## src/rtl/pata_pio_pkg.sv

```systemverilog
package pata_pio_pkg;

    localparam int CNT_W = 8;

    typedef logic [CNT_W-1:0] cnt_t;

    typedef struct packed {
        cnt_t setup;
        cnt_t pulse;
        cnt_t cycle;
    } timing_t;

    typedef enum logic {
        BLK_CMD = 1'b0,
        BLK_CTL = 1'b1
    } blk_e;

    typedef struct packed {
        blk_e       blk;
        logic [2:0] da;
    } ide_sel_t;

    // Programmed counts -> counts the engine runs with
    function automatic timing_t derive_timing(timing_t prog);
        timing_t eff;
        cnt_t    min_cyc;
        eff.setup = prog.setup + cnt_t'(1);
        eff.pulse = (prog.pulse == '0) ? cnt_t'(1) : prog.pulse;
        min_cyc   = eff.setup + eff.pulse + cnt_t'(2);
        eff.cycle = (prog.cycle < min_cyc) ? min_cyc : prog.cycle;
        return eff;
    endfunction

endpackage

```

## src/rtl/pata_addr_decode.sv

```systemverilog
module pata_addr_decode
    import pata_pio_pkg::*;
#(
    parameter int ADDR_W  = 24,
    parameter int BLK_BIT = 21
) (
    input  logic [ADDR_W-1:0] addr,
    output ide_sel_t          sel
);
    always_comb begin
        sel.blk = addr[BLK_BIT] ? BLK_CTL : BLK_CMD;
        sel.da  = addr[3:1];
    end
endmodule

```

## src/rtl/pata_timing_regs.sv

```systemverilog
module pata_timing_regs
    import pata_pio_pkg::*;
#(
    parameter int DEF_SETUP = 7,
    parameter int DEF_PULSE = 29,
    parameter int DEF_CYCLE = 60
) (
    input  logic    clk,
    input  logic    rst,
    input  logic    we,
    input  timing_t wr_val,
    output timing_t eff
);
    timing_t prog_q;

    always_ff @(posedge clk) begin
        if (rst) begin
            prog_q.setup <= cnt_t'(DEF_SETUP);
            prog_q.pulse <= cnt_t'(DEF_PULSE);
            prog_q.cycle <= cnt_t'(DEF_CYCLE);
        end else if (we) begin
            prog_q <= wr_val;
        end
    end

    assign eff = derive_timing(prog_q);
endmodule

```

## src/rtl/pata_cycle_timer.sv

```systemverilog
module pata_cycle_timer
    import pata_pio_pkg::*;
(
    input  logic    clk,
    input  logic    rst,
    input  logic    start,
    input  timing_t tim_in,
    input  logic    ready,
    output logic    busy,
    output logic    cs_win,
    output logic    strobe,
    output logic    sample,
    output logic    done
);
    cnt_t    cnt_q;
    timing_t tim_q;
    cnt_t    strobe_end;
    cnt_t    cs_last;
    logic    last_pulse;
    logic    hold;

    always_comb begin
        strobe_end = tim_q.setup + tim_q.pulse;
        cs_last    = tim_q.cycle - cnt_t'(2);
        strobe     = busy && (cnt_q >= tim_q.setup) && (cnt_q < strobe_end);
        last_pulse = strobe && (cnt_q == strobe_end - cnt_t'(1));
        hold       = last_pulse && !ready;
        sample     = last_pulse && ready;
        cs_win     = busy && (cnt_q >= cnt_t'(1)) && (cnt_q <= cs_last);
        done       = busy && (cnt_q == tim_q.cycle - cnt_t'(1));
    end

    always_ff @(posedge clk) begin
        if (rst) begin
            busy  <= 1'b0;
            cnt_q <= '0;
            tim_q <= '0;
        end else if (!busy) begin
            if (start) begin
                busy  <= 1'b1;
                cnt_q <= '0;
                tim_q <= tim_in;
            end
        end else if (done) begin
            busy  <= 1'b0;
        end else if (!hold) begin
            cnt_q <= cnt_q + cnt_t'(1);
        end
    end
endmodule

```

## src/rtl/pata_pio_engine.sv

```systemverilog
module pata_pio_engine
    import pata_pio_pkg::*;
#(
    parameter int ADDR_W    = 24,
    parameter int BLK_BIT   = 21,
    parameter int DEF_SETUP = 7,
    parameter int DEF_PULSE = 29,
    parameter int DEF_CYCLE = 60
) (
    input  logic              clk,
    input  logic              rst,
    input  logic              req,
    input  logic [ADDR_W-1:0] addr,
    input  logic              rnw,
    input  logic              wide,
    input  logic [15:0]       wdata,
    output logic              ack,
    output logic [15:0]       rdata,
    input  logic              cfg_we,
    input  logic [CNT_W-1:0]  cfg_setup,
    input  logic [CNT_W-1:0]  cfg_pulse,
    input  logic [CNT_W-1:0]  cfg_cycle,
    output logic              ide_cs0_n,
    output logic              ide_cs1_n,
    output logic [2:0]        ide_da,
    output logic              ide_dior_n,
    output logic              ide_diow_n,
    output logic [15:0]       ide_dd_out,
    output logic              ide_dd_oe,
    input  logic [15:0]       ide_dd_in,
    input  logic              ide_iordy
);
    ide_sel_t   sel_in, sel_q;
    timing_t    eff_tim;
    logic       busy, cs_win, strobe, sample, done, start;
    logic       rnw_q, wide_q;
    logic [15:0] wdata_q;

    pata_addr_decode #(.ADDR_W(ADDR_W), .BLK_BIT(BLK_BIT)) u_dec (
        .addr (addr),
        .sel  (sel_in)
    );

    pata_timing_regs #(
        .DEF_SETUP(DEF_SETUP), .DEF_PULSE(DEF_PULSE), .DEF_CYCLE(DEF_CYCLE)
    ) u_regs (
        .clk    (clk),
        .rst    (rst),
        .we     (cfg_we),
        .wr_val ('{setup: cfg_setup, pulse: cfg_pulse, cycle: cfg_cycle}),
        .eff    (eff_tim)
    );

    assign start = req && !busy;

    pata_cycle_timer u_tmr (
        .clk    (clk),
        .rst    (rst),
        .start  (start),
        .tim_in (eff_tim),
        .ready  (ide_iordy),
        .busy   (busy),
        .cs_win (cs_win),
        .strobe (strobe),
        .sample (sample),
        .done   (done)
    );

    always_ff @(posedge clk) begin
        if (rst) begin
            sel_q   <= '{blk: BLK_CMD, da: 3'd0};
            rnw_q   <= 1'b1;
            wide_q  <= 1'b0;
            wdata_q <= '0;
            rdata   <= '0;
        end else begin
            if (start) begin
                sel_q   <= sel_in;
                rnw_q   <= rnw;
                wide_q  <= wide;
                wdata_q <= wdata;
            end
            if (sample && rnw_q) begin
                rdata <= wide_q ? ide_dd_in : {8'h00, ide_dd_in[7:0]};
            end
        end
    end

    always_comb begin
        ide_cs0_n  = !(cs_win && sel_q.blk == BLK_CMD);
        ide_cs1_n  = !(cs_win && sel_q.blk == BLK_CTL);
        ide_da     = sel_q.da;
        ide_dior_n = !(strobe && rnw_q);
        ide_diow_n = !(strobe && !rnw_q);
        ide_dd_oe  = cs_win && !rnw_q;
        ide_dd_out = wide_q ? wdata_q : {8'h00, wdata_q[7:0]};
        ack        = done;
    end
endmodule

```

## config.mk

```make
export PLATFORM = sky130hd
export DESIGN_NAME = pata_pio_engine
export DESIGN_NICKNAME = d
export VERILOG_FILES = /design/src/rtl/pata_pio_pkg.sv /design/src/rtl/pata_addr_decode.sv /design/src/rtl/pata_timing_regs.sv /design/src/rtl/pata_cycle_timer.sv /design/src/rtl/pata_pio_engine.sv
export SDC_FILE = /design/constraint.sdc
export NUM_CORES = 1
export LEC_CHECK = 0
export BUFFER_PORTS_ARGS = -buffer_cell sky130_fd_sc_hd__clkbuf_2
export CORE_UTILIZATION = 40
export DETAILED_ROUTE_END_ITERATION = 8
export HOLD_SLACK_MARGIN = 0.03
export PLACE_DENSITY = 0.68
export SYNTH_ARGS = -nofsm -noshare
export SYNTH_HDL_FRONTEND = slang
export SYNTH_HIERARCHICAL = 1
export SYNTH_SLANG_ARGS = --single-unit
```

## constraint.sdc

```tcl
create_clock -name clk -period 5 [get_ports clk]
set_input_delay 0.5 -clock clk [delete_from_list [all_inputs] [get_ports clk]]
set_output_delay 0.5 -clock clk [all_outputs]
set_load 0.05 [all_outputs]
```

Word level (Yosys, flattened, before mapping)

Cells that the tools add are included.

Reductions and logical operators: 26
Mux-type cells: 12
Order comparisons: 5
Bitwise operators: 2
Divide/modulo/power cells: 0
Equality and inequality tests: 4
Shift operators: 0
$add $sub $neg: 8
$mul: 0

Operators by type and width:

| kind                  | count |
|---|---|
| $mux W8               | 6 |
| $mux W16              | 2 |
| $add A8 B1 Y8 const B | 2 |
| $add A8 B8 Y8         | 2 |
| $eq A8 B8 Y1          | 2 |
| $lt A8 B8 Y1          | 2 |
| $sub A8 B1 Y8 const B | 2 |
| $logic_and A1 B1 Y1   | 15 |
| $add A8 B2 Y8 const B | 1 |
| $ge A8 B1 Y1 const B  | 1 |
| $ge A8 B8 Y1          | 1 |
| $le A8 B8 Y1          | 1 |
| $logic_not A8 Y1      | 1 |
| $sub A8 B2 Y8 const B | 1 |
| $logic_not A1 Y1      | 7 |
| $mux W1               | 4 |
| $ne A2 B2 Y1 const B  | 2 |
| $reduce_and A3 Y1     | 1 |
| $not A1 Y1            | 2 |
| $reduce_and A2 Y1     | 1 |
| $reduce_bool A2 Y1    | 1 |

Bits in latches: 0
Output and inout port bits: 41
Logic and storage cells: 71
Bits in registers: 95
ROM bits: 0
Memories: 0
Input port bits: 87
Memory bits (writable): 0

Depth between registers and ports, before layout

Word-level depth: 8
Depth in mapped cells: 20
Depth with buffers taken out: 20

Hierarchy

Netlist, hierarchy kept.

Modules (own cells, without submodules):

| module           | instances | area each (sq um) | cells each | seq. area each (sq um) |
|---|---|---|---|---|
| pata_cycle_timer | 1         | 2892.8            | 363        | 660.6 |
| pata_timing_regs | 1         | 1571.5            | 172        | 480.5 |
| pata_pio_engine  | 1         | 1536.5            | 193        | 760.7 |
| pata_addr_decode | 1         | 30.0              | 4          | 0.0 |

Least setup slack after synthesis

No wires, ideal clock.

Kind: reg2reg
Start point: register u_tmr/tim_q[1] in the netlist's numbering
End point: register u_tmr.cnt_q[4]
Clock period less this slack: 3915 ps
Library setup time: 116 ps
Cell stages (with the launch flop): 12
Path buffers: 1
Setup slack: 1085 ps
Required time: 4884 ps
Arrival: 3799 ps
Cell sequence: dfxtp_1 > inv_1 > ha_1 > or3b_1 > nor3_1 > nand2_1 > xnor2_1 > nor4_1 > o21bai_1 > a31oi_4 > buf_6 > a41o_1

Longest elaborated chain between the ends: 5

Ends and longest elaborated chain:

| element                            | line                   | source |
|---|---|---|
| start: declaration                 | pata_cycle_timer.sv:16 | `timing_t tim_q;` |
| start signal: assignment           | pata_cycle_timer.sv:42 | `tim_q <= tim_in;` |
| $sub A8 B1 Y8                      | pata_cycle_timer.sv:30 | `done = busy && (cnt_q == tim_q.cycle - cnt_t'(1));` |
| $eq A8 B8 Y1                       | pata_cycle_timer.sv:30 |  |
| $logic_and A1 B1 Y1                | pata_cycle_timer.sv:30 |  |
| named net ack                      | pata_pio_engine.sv:17  | `output logic ack,` |
| $ne A2 B2 Y1 (no source line)      | n/a                    |  |
| $reduce_and A3 Y1 (no source line) | n/a                    |  |
| end signal: assignment             | pata_cycle_timer.sv:47 | `cnt_q <= cnt_q + cnt_t'(1);` |
| end: declaration                   | pata_cycle_timer.sv:15 | `cnt_t cnt_q;` |

The timed path passes the listed nets, and every way through them passes these cells.
A chain may end at the register's enable or synchronous reset.

Worst setup path after layout

Start point: register u_tmr/tim_q[16] in the netlist's numbering
End point: register rdata[11]

Longest elaborated chain between the ends: 6
Elaborated cells on any way between the ends: 10
Classes of those cells: add/sub (2); order compare (2); eq/ne (1); reduce/logical (5)

Ends and longest elaborated chain:

| element                                                    | line                                           | source |
|---|---|---|
| $add A8 B8 Y8 / $ge A8 B8 Y1 (equally long branches)       | pata_cycle_timer.sv:23, pata_cycle_timer.sv:25 |  |
| $sub A8 B1 Y8, or another cell as far along                | pata_cycle_timer.sv:26                         | `last_pulse = strobe && (cnt_q == strobe_end - cnt_t'(1));` |
| $eq A8 B8 Y1 / $logic_and A1 B1 Y1 (equally long branches) | pata_cycle_timer.sv:26, pata_cycle_timer.sv:25 |  |
| $logic_and A1 B1 Y1 (*)                                    | pata_cycle_timer.sv:26                         |  |
| $logic_and A1 B1 Y1 (*)                                    | pata_cycle_timer.sv:28                         | `sample = last_pulse && ready;` |
| named net sample                                           | pata_pio_engine.sv:35                          | `logic busy, cs_win, strobe, sample, done, start;` |
| $logic_and A1 B1 Y1 (*)                                    | pata_pio_engine.sv:83                          | `if (sample && rnw_q) begin` |
| end signal: assignment                                     | pata_pio_engine.sv:84                          | `rdata <= wide_q ? ide_dd_in : {8'h00, ide_dd_in[7:0]};` |
| end: declaration                                           | pata_pio_engine.sv:18                          | `output logic [15:0] rdata,` |

The timed path passes the listed nets; every way through them passes the cells marked *.

==> Flow_metrics.wiki <==
{| class="wikitable"
! Metric !! Value
|-
| Share of the yosys chip area belonging to registers || 0.3154
|-
| Worst-path fanout max || 16
|-
| Post-synthesis instance total || 732
|-
| Result of the run || finished with violations
|-
| Area inside the core boundary || 14640 µm²
|-
| Leakage component of the power || 3.087 nW
|-
| Cell area after synthesis || 6031 µm²
|-
| Util after Layout || 0.4632
|-
| Average wire length per cell after detail routing || 13.14 µm
|-
| Post-synthesis sequential element count || 95
|-
| Diodes inserted || 0
|-
| Initial antenna violation count || 0
|-
| Buffers from clock root to sink, at most || 2
|-
| CTS clk-pin slew, worst paths || 0.07 ns
|-
| Wirelength, routed || between 10000 and 15000 µm
|-
| Aggregate global routing overflow || 0
|-
| Startpoint type of the worst setup path || flop
|-
| Most common cell in the netlist || nand2_1
|-
| Placement row count || 44
|-
| Category of the worst setup path capture point || flop
|-
| Yosys warning count || 6
|-
| Final worst path period need || about 4.2 ns
|-
| Detailed-routing iteration count for the pre-antenna-repair pass || 6
|-
| Hold violation total from the final report || 0
|-
| RSZ-0062 raised after global routing || false
|-
| Worst-skew pair later-pin latency || approximately 0.35 ns
|-
| Top layer used by detailed routing || met4
|-
| Placed cell count || 969
|-
| Setup TNS || 0 ns
|-
| Number of nets with antenna violations after detailed routing || 0
|-
| Failing checks || design-rule violations
|-
| FF/Latch Area || 1902 µm²
|-
| Filler-free cell count of the finished design || 984
|-
| Ratio of final minimum period to clock period || 0.8454
|-
| Startpoint-to-endpoint class of the critical path || flop to flop
|-
| Die extent in y || 124.8 µm
|-
| Number of H-tree branching levels || 3
|-
| DRC errors left || 10
|-
| IO buf count || between 100 and 150
|-
| Minimum setup slack in the final design || 0.7730 ns
|-
| Maximum cell stage delay along the critical path || 0.52 ns
|-
| Count of final max-slew check failures || 0
|-
| Slowest cell on the critical path || and2_1
|-
| Clock buffer count from CTS || 9
|-
| Adder-cell area share of the yosys netlist || 0.1268
|-
| Fraction of final layout cells sized beyond drive strength 1 || 0.1838
|-
| Routability-driven placement congestion ratio || 0.8475
|-
| CTS tree || yes
|-
| Post-place setup slack || 0.7834 ns
|-
| Wire length of the first global-routing pass || ~22000 µm
|-
| Share of synthesized area spent on multiplexers || 0.06100
|-
| Number of max-cap violations || 0
|-
| Area share of the leading cell type in the synthesized netlist || 0.3154
|-
| Number of enable-type register cells in the synthesized netlist || 0
|-
| Number of buffers inserted for hold repair after clock tree synthesis || 0
|-
| Crit path cell chain || ha_1, inv_1, fa_1, and2b_1, o22ai_2, xnor2_1, inv_1, ha_1, a21oi_1, nand3_1, maj3_2, o211ai_1, o2111a_1, and3_1, and2_1, nand3_1, a21oi_1
|-
| Footprint of the multi-input gates || between 3000 and 4000 µm²
|-
| Setup bufs post-CTS || 0
|-
| Yosys top cell by area || dfxtp_1
|-
| Simple logic cell fraction of the synthesized area || 0.2079
|-
| Layout Cell Area excl Fill || 6783 µm²
|-
| Placement Cell Area || 6490 µm²
|-
| Worst path required time || 5.28 ns
|-
| Largest family of logic cells by synthesized area || simple AND/OR/NAND/NOR gates
|-
| Pin count of the biggest net entering global routing || 70
|-
| Top post-synthesis cells by count || nand2_1 (150), dfxtp_1 (95), a21oi_1 (83), ha_1 (57), inv_1 (38)
|-
| Die area || 15570 µm²
|-
| Number of nets in the layout || 942
|-
| Slew of the pin with the lowest slew margin || between 1 and 1.5 ns
|-
| Syn avg cell area || about 8.2 µm²
|-
| Unique masters post-synth || 74
|-
| Max rail drop VDD || 0.2611 mV
|-
| Count of instances resized after the clock tree is built || 0
|-
| Synthesized Nets || between 800 and 900
|-
| Maximum clock frequency || 236.6 MHz
|-
| CTS Root Cell || clkbuf_16
|-
| Relative slew margins || 0.3159
|-
| Gr usage total || 0.1728
|-
| Vias in the first global route || 4412
|-
| Setup Skew || 0.008153 ns
|-
| Vias per std cell || 5.010
|-
| Arrival time reported for the critical path endpoint || 4.51 ns
|-
| Worst Hold Class || input port to flop
|-
| Met1 wire length || 6150 µm
|-
| Sink Count || 95
|-
| Routed wire length on met2 || 6174 µm
|-
| Async S/R FF share, synth || 0
|-
| Initial Utilization || 0.4118
|-
| Power Density || 331.1 nW/µm²
|-
| Fillcell total || 1496
|-
| Final hold slack || 0.3563 ns
|-
| Horizontal die dimension || 124.8 µm
|-
| Post-synthesis compound-gate area fraction || 0.1477
|-
| Fraction of synthesized cell area in xor and xnor cells || 0.06432
|-
| Most used flip-flop cell after synthesis || dfxtp_1
|-
| I/O pin total || 128
|-
| Leading cell types by total area after synthesis || dfxtp_1 (32%), ha_1 (12%), nand2_1 (9.3%)
|-
| Synthesis-to-finish area growth || 12.47%
|-
| Final count of negative-setup-slack endpoints || 0
|-
| Detailed-route via count || 4930
|-
| Overall power of the completed layout || approximately 2.2 mW
|-
| Detailed placement HPWL || 9607 µm
|-
| Met3 routed wirelength || around 490 µm
|-
| Count of routing violations after the opening detailed-route iteration || 230
|}
-- cell type report --
cell class	count	area share
tap	184	0.03394
timing repair buffer	109	0.08117
multi-input combinational	543	0.5403
clock inverter	6	0.009961
clock buffer	9	0.03320
inverter	38	0.02103
sequential	95	0.2804
-- critical path, delay by kind of cell, from the launching register on --
family | cells | cell delay, ns
fa+ha+maj | 4 | 1.24
simple gates | 5 | 1.23
compound gates | 5 | 0.80
xor+xnor | 1 | 0.39
flops | 1 | 0.35
buf+inv | 2 | 0.15
-- where the power goes --
group          switching (mW)  total, mW  leakage [nW]  internal (mW)
combinational           0.397      0.711          2.17          0.314
clock                   0.298      0.685         0.138          0.387
sequential             0.0485      0.849         0.777          0.801
total                   0.744       2.25          3.09           1.50
-- worst paths after layout --
check,slack [ns],to,start,cells after the start
hold reg to reg,0.45,wdata_q[11]$_SDFFE_PP0P_,wdata_q[11]$_SDFFE_PP0P_,2
setup reg to reg,0.77,rdata[11]$_SDFFE_PP0P_,u_tmr/tim_q[16]$_SDFFE_PP0P_,17
setup / recovery,0.77,rdata[11]$_SDFFE_PP0P_,u_tmr/tim_q[16]$_SDFFE_PP0P_,17
hold / removal,0.36,u_regs/prog_q[10]$_SDFFE_PP1P_,cfg_pulse[2],3
-- per-layer routing --
metal  up-vias  GRT usage
li1       2596          -
met1      2244     0.2201
met2        83     0.2902
met3         7    0.03565
met4         0    0.05592
met5         -          0
-- cell usage in the layout, fill, tap and decap left out, types with 3 or more instances in the layout --
cell	n
clkbuf_2	107
xnor2_1	28
ha_1	57
a21o_1	8
or3_1	3
nand2_1	150
inv_1	38
a21oi_1	83
nand2b_1	9
clkbuf_16	9
mux2_2	3
nand4_1	3
and3_1	5
xor2_1	10
nor3_1	7
o21a_1	3
nand3_2	3
and2_1	13
mux2i_1	30
nand3_1	20
dfxtp_1	95
nor2_1	27
nor2b_1	7
o21bai_1	3
o211ai_1	6
nor4_1	4
o21ai_0	8
-- registers in the layout (all words and copies together), names as in the netlist --
name,count
ide_da,3
rdata,16
rnw_q,1
sel_q,1
u_regs/prog_q,24
u_tmr/busy,1
u_tmr/cnt_q,8
u_tmr/tim_q,24
wdata_q,16
wide_q,1
-- kinds of logic (layout without fill, tap and decap cells) --
group,count (synthesis),in the layout
simple gates,267,267
flops,95,95
xor+xnor,41,41
compound gates,140,140
buf+inv,94,162
mux,35,35
fa+ha+maj,60,60
No activity file was read; power rests on OpenSTA's default activity.
